==> config.mk <==
export PLATFORM = sky130hd
export DESIGN_NAME = irq_fanout_router
export DESIGN_NICKNAME = d
export VERILOG_FILES = /design/src/rtl/irq_rt_pkg.sv /design/src/rtl/irq_rt_capture.sv /design/src/rtl/irq_rt_decode.sv /design/src/rtl/irq_rt_eval.sv /design/src/rtl/irq_fanout_router.sv
export SDC_FILE = /design/constraint.sdc
export NUM_CORES = 1
export LEC_CHECK = 0
export ABC_CLOCK_PERIOD_IN_PS = 4600
export CORE_ASPECT_RATIO = 1.4
export CORE_MARGIN = 4
export CORE_UTILIZATION = 50
export DETAILED_ROUTE_END_ITERATION = 12
export PLACE_DENSITY_LB_ADDON = 0.1
export RECOVER_POWER = 50
export SLEW_MARGIN = 20
export SYNTH_ARGS = -nofsm -noshare
export SYNTH_HDL_FRONTEND = slang
export SYNTH_SLANG_ARGS = --single-unit
==> constraint.sdc <==
create_clock -name clk -period 4.6 [get_ports clk]
set_input_delay 0.46 -clock clk [delete_from_list [all_inputs] [get_ports clk]]
set_output_delay 0.46 -clock clk [all_outputs]
set_load 0.005 [all_outputs]
==> src/rtl/irq_rt_pkg.sv <==
package irq_rt_pkg;

    localparam int NCPU     = 4;
    localparam int RAW_W    = 64;
    localparam int ADDR_W   = 12;
    localparam int CASC_POS = 55;

    typedef logic [ADDR_W-1:0] rt_addr_t;

    localparam rt_addr_t RAW_OFF = rt_addr_t'(32'h300);

    // CPU0/1 masks sit in the low bank, CPU2/3 in the high bank, 0x40 apart
    function automatic rt_addr_t mask_off(int unsigned k);
        if (k < 2) begin
            return rt_addr_t'(32'h200 + 32'h40 * k);
        end
        return rt_addr_t'(32'h600 + 32'h40 * (k - 2));
    endfunction

    // each masked view lies 0x80 above its mask
    function automatic rt_addr_t view_off(int unsigned k);
        return mask_off(k) + rt_addr_t'(32'h80);
    endfunction

endpackage

==> src/rtl/irq_rt_capture.sv <==
module irq_rt_capture #(
    parameter int LINE_W   = 64,
    parameter int CASC_BIT = 55
) (
    input  logic [LINE_W-1:0] dev_lvl,
    input  logic              cascade_lvl,
    output logic [LINE_W-1:0] raw_nx
);

    // the cascade level takes over one device position
    always_comb begin
        raw_nx           = dev_lvl;
        raw_nx[CASC_BIT] = cascade_lvl;
    end

endmodule

==> src/rtl/irq_rt_decode.sv <==
module irq_rt_decode #(
    parameter int NUM_CPU = 4,
    parameter int ADDR_W  = 12
) (
    input  logic [ADDR_W-1:0]  addr,
    output logic [NUM_CPU-1:0] sel_mask,
    output logic [NUM_CPU-1:0] sel_view,
    output logic               sel_raw,
    output logic               hit
);

    for (genvar k = 0; k < NUM_CPU; k++) begin : g_cpu_dec
        assign sel_mask[k] = (addr == ADDR_W'(irq_rt_pkg::mask_off(k)));
        assign sel_view[k] = (addr == ADDR_W'(irq_rt_pkg::view_off(k)));
    end

    assign sel_raw = (addr == ADDR_W'(irq_rt_pkg::RAW_OFF));
    assign hit     = sel_raw | (|sel_mask) | (|sel_view);

endmodule

==> src/rtl/irq_rt_eval.sv <==
module irq_rt_eval #(
    parameter int NUM_CPU = 4,
    parameter int LINE_W  = 64
) (
    input  logic [NUM_CPU-1:0][LINE_W-1:0] mask,
    input  logic [LINE_W-1:0]              raw,
    output logic [NUM_CPU-1:0][LINE_W-1:0] view
);

    for (genvar k = 0; k < NUM_CPU; k++) begin : g_cpu_view
        assign view[k] = mask[k] & raw;
    end

endmodule

==> src/rtl/irq_fanout_router.sv <==
module irq_fanout_router #(
    parameter int NUM_CPU  = irq_rt_pkg::NCPU,
    parameter int LINE_W   = irq_rt_pkg::RAW_W,
    parameter int ADDR_W   = irq_rt_pkg::ADDR_W,
    parameter int CASC_BIT = irq_rt_pkg::CASC_POS
) (
    input  logic               clk,
    input  logic               rst_n,
    input  logic [LINE_W-1:0]  dev_lvl,
    input  logic               cascade_lvl,
    input  logic               reg_wr,
    input  logic               reg_rd,
    input  logic [ADDR_W-1:0]  reg_addr,
    input  logic [LINE_W-1:0]  reg_wdata,
    output logic [LINE_W-1:0]  rd_data,
    output logic               rd_err,
    output logic [NUM_CPU-1:0] hard_irq
);

    typedef struct packed {
        logic [NUM_CPU-1:0][LINE_W-1:0] mask;
        logic [LINE_W-1:0]              raw;
        logic [NUM_CPU-1:0]             irq;
        logic [LINE_W-1:0]              rdata;
        logic                           rerr;
    } rt_state_t;

    rt_state_t st_d, st_q;

    logic [LINE_W-1:0]              raw_nx;
    logic [NUM_CPU-1:0][LINE_W-1:0] mask_nx;
    logic [NUM_CPU-1:0][LINE_W-1:0] view_nx;
    logic [NUM_CPU-1:0][LINE_W-1:0] view_q;
    logic [NUM_CPU-1:0]             irq_nx;
    logic [NUM_CPU-1:0]             sel_mask;
    logic [NUM_CPU-1:0]             sel_view;
    logic                           sel_raw;
    logic                           addr_hit;

    // names the bound checker picks up
    logic [NUM_CPU-1:0][LINE_W-1:0] mask_q_w;
    logic [LINE_W-1:0]              raw_q_w;

    irq_rt_capture #(.LINE_W(LINE_W), .CASC_BIT(CASC_BIT)) u_capture (
        .dev_lvl     (dev_lvl),
        .cascade_lvl (cascade_lvl),
        .raw_nx      (raw_nx)
    );

    irq_rt_decode #(.NUM_CPU(NUM_CPU), .ADDR_W(ADDR_W)) u_decode (
        .addr     (reg_addr),
        .sel_mask (sel_mask),
        .sel_view (sel_view),
        .sel_raw  (sel_raw),
        .hit      (addr_hit)
    );

    // next-state views feed the interrupt outputs
    irq_rt_eval #(.NUM_CPU(NUM_CPU), .LINE_W(LINE_W)) u_eval_nx (
        .mask (mask_nx),
        .raw  (raw_nx),
        .view (view_nx)
    );

    // current-state views feed register reads
    irq_rt_eval #(.NUM_CPU(NUM_CPU), .LINE_W(LINE_W)) u_eval_q (
        .mask (st_q.mask),
        .raw  (st_q.raw),
        .view (view_q)
    );

    for (genvar k = 0; k < NUM_CPU; k++) begin : g_irq
        assign mask_nx[k] = (reg_wr && sel_mask[k]) ? reg_wdata : st_q.mask[k];
        assign irq_nx[k]  = |view_nx[k];
    end

    always_comb begin
        st_d       = st_q;
        st_d.raw   = raw_nx;
        st_d.mask  = mask_nx;
        st_d.irq   = irq_nx;
        st_d.rdata = '0;
        st_d.rerr  = 1'b0;
        if (reg_rd) begin
            if (sel_raw) begin
                st_d.rdata = st_q.raw;
            end
            for (int k = 0; k < NUM_CPU; k++) begin
                if (sel_mask[k]) begin
                    st_d.rdata = st_q.mask[k];
                end
                if (sel_view[k]) begin
                    st_d.rdata = view_q[k];
                end
            end
            st_d.rerr = !addr_hit;
        end
    end

    always_ff @(posedge clk or negedge rst_n) begin
        if (!rst_n) begin
            st_q <= '0;
        end else begin
            st_q <= st_d;
        end
    end

    assign rd_data  = st_q.rdata;
    assign rd_err   = st_q.rerr;
    assign hard_irq = st_q.irq;
    assign mask_q_w = st_q.mask;
    assign raw_q_w  = st_q.raw;

endmodule

==> results.tsv <==
stage	metric	value	unit
run_status	outcome	complete, but fails checks	
run_status	violations	max-capacitance violations, max-slew violations	
floorplan	dieWidth	172.4	µm
floorplan	io_pins	214	
power_and_ir_drop	power_density	317.3	nW/µm²
timing	rsz0062_at_grt	false	
clocking	clk_path_buf_depth	3	
clocking	clkSinkCount	389	
routing	num_vias	17079	
synthesis	synth-main-ff-cell	dfrtp_1	
routing	via_per_inst	6.887	
placed_design	dp_hpwl	52.22	mm
timing	drv_slew	108	
timing	setup_viol	0	
timing	hold_ws	0.4877	ns
setup_path	criticalPathCategory	input pin to register	
placed_design	portBuffers	212	
setup_path	startpoint_type	input pin	
worst_hold_path	hold_depth	1	
synthesis	syn_area	18910	µm²
floorplan	die_y	238.1	µm
routing	ant_nets	0	
setup_path	cpPeakStageDelay	0.57	ns
timing	hold_violations	0	
clocking	cts_hold_buffers	0	
routing	drc_errors	0	
clocking	insertion_delay	0.54	ns
worst_hold_path	holdCritPathClass	register to register	
clocking	path_clk_slew	0.06	ns
cells_and_area	layout_common_cells	389 x dfrtp_1, 221 x mux2_2, 197 x nand2_1	
setup_path	cp.buffers_inverters	3	
timing	post-route-min-period	3.422	ns
floorplan	fp-row-count	84	
setup_path	ff2ff_setup_slack	1.98	ns
cells_and_area	drive_gt1_share	17.44	%
setup_path	required	5.02	ns
synthesis	synth_edf_count	0	
setup_path	worstRegToRegCells	7	
setup_path	r2r-end	hard_irq[2]	
timing	post-route-period-util	74.39	%
cells_and_area	syn2layout_area_growth	20.79	%
power_and_ir_drop	p_leak	0.01048	µW
setup_path	setup.worst_path.end_class	register	
synthesis	postSynthAreaPerCell	10.56	µm²
grt	grt_pass1_wl	110.6	mm
setup_path	crit_start	reg_addr[8]	
setup_path	r2r-start	mask_q_w[158]	
synthesis	yosysWarnings	0	
setup_path	cp.arrival	3.84	ns
job	cap_violations	1	
clocking	postCtsSetupBuffers	0	
timing	tns	0	ns
grt	antenna_found_initial	1	
routing	wl_per_cell	30.36	µm
grt	grt_use_total	36.26	%
cells_and_area	num_antenna_cells	0	
clocking	cts_tree	built	
routing	drt_iter0_drc	2096	
setup_path	cp_max_fo	18	
synthesis	yosysTopAreaCellShare	51.47	%
worst_hold_path	min_to	rd_data[7]	
timing	fmax	0.2922	GHz
worst_hold_path	min_from	raw_q_w[7]	
placed_design	gp_congestion	0.9984	
power_and_ir_drop	vdd_drop_max	0.3144	mV
floorplan	start_util	50.40	%
clocking	cts_resized	0	
clocking	numCtsBuffers	39	
grt	grt_pass1_vias	16719	
grt	grt_overflow	0	
routing	first_pass_iters	8	
synthesis	syn-instance-count	1791	
floorplan	core	37520	µm²
cells_and_area	fin_nets	2124	
setup_path	slowest_stage	nand4_4	
synthesis	yosysTopAreaCell	dfrtp_1	
setup_path	path_cells	clkdlybuf4s50_1 > nor4b_4 > nand4_4 > buf_4 > buf_4 > nor4_1 > o2bb2ai_1 > nor4_1 > nand3_1	
routing	wl	75.30	mm
cells_and_area	final_common_cell	dfrtp_1	
setup_path	cp_top_family	simple AND/OR/NAND/NOR gates	
floorplan	die_area	41040	µm²
clocking	htree_levels	2	
synthesis	synth.yosys.seq_area_share	51.47	%
grt	grt_max_degree	111	
synthesis	ys_types	48	
synthesis	synthTopCellsByArea	dfrtp_1 51%, mux2_2 13%, a22oi_1 4.4%	
synthesis	synthArstFlopShare	100.0	%
timing	slew_headroom	-105.2	%
synthesis	syn_nets	1936	
timing	worst_slew_pin_slew	3.077	ns
clocking	clockRootBuffer	clkbuf_16	
cells_and_area	finish.utilization	60.88	%
timing	final.setup_skew	0.01569	ns
synthesis	ys_seq_elements	389	
registers in the layout (all words and copies together), names as in the netlist:
| register | flops |
|---|---|
| rd_err | 1 |
| raw_q_w | 64 |
| hard_irq | 4 |
| mask_q_w | 256 |
| rd_data | 64 |
stage by stage:
stage	instance area, µm²	total power, µW	setup WS, ns	instances
after CTS	22860	7271	1.264	2480
after detailed placement	21620	4139	0.6952	2411
final	22840	7249	1.178	2480
after global placement	21620	4132	0.7535	2411
after floorplan	18910	3719	1.763	1791
after global routing	22840	7435	0.7006	2480
kinds of logic after synthesis:
logic type	share of synthesized area (%)
multiplexers	15.01
AND/OR/NAND/NOR	10.13
AO/OA/AOI/OAI	20.45
buffers and inverters	2.938
flip-flops	51.47
cell type report:
cell class                 instances  area (µm²)
multi-input combinational       1271        8642
tap                              473       591.8
inverter                          14       52.55
clock buffer                      58        1160
sequential                       389        9734
clock inverter                    11       85.08
timing repair buffer             264        2577
fill                            3170       14680
worst max path at each step:
stage                     cells past startpoint           to  slack, ns
final                                         9  hard_irq[1]       1.18
after global routing                          2  raw_q_w[32]       0.70
after CTS                                     9  hard_irq[1]       1.26
after detailed placement                      9  hard_irq[1]       0.70
after global placement                        9  hard_irq[0]       0.75
after floorplan                              10  hard_irq[0]       1.76
cells in the mapped netlist, types with 8 or more instances:
cell type and number:
a2bb2oi_1 8, nand2_1 197, nand4_1 25, inv_1 13, a22o_1 16, a22oi_1 112
a21o_1 38, o22ai_1 34, a221oi_1 21, o21ai_0 118, a311oi_1 17, buf_2 33
nor2_1 134, o32ai_1 21, and2_1 11, a222oi_1 11, clkbuf_1 71, a21oi_1 126
o21a_1 38, dfrtp_1 389, mux2_2 221, buf_1 10, nand3_1 30, mux2i_1 29
nor4_1 8
per-layer routing:
| metal | GRT usage, % | routed length, µm |
|---|---|---|
| met1 | 50.74 | 29370 |
| met2 | 55.26 | 34340 |
| met3 | 6.281 | 7350 |
| met4 | 16.83 | 4217 |
| met5 | 0 | 14 |
report_power, final:
| group | switching, µW | internal (µW) | total [µW] |
|---|---|---|---|
| clock | 1370 | 1800 | 3170 |
| combinational | 382 | 193 | 575 |
| sequential | 39.2 | 3460 | 3500 |
No activity file was read; power rests on OpenSTA's default activity.
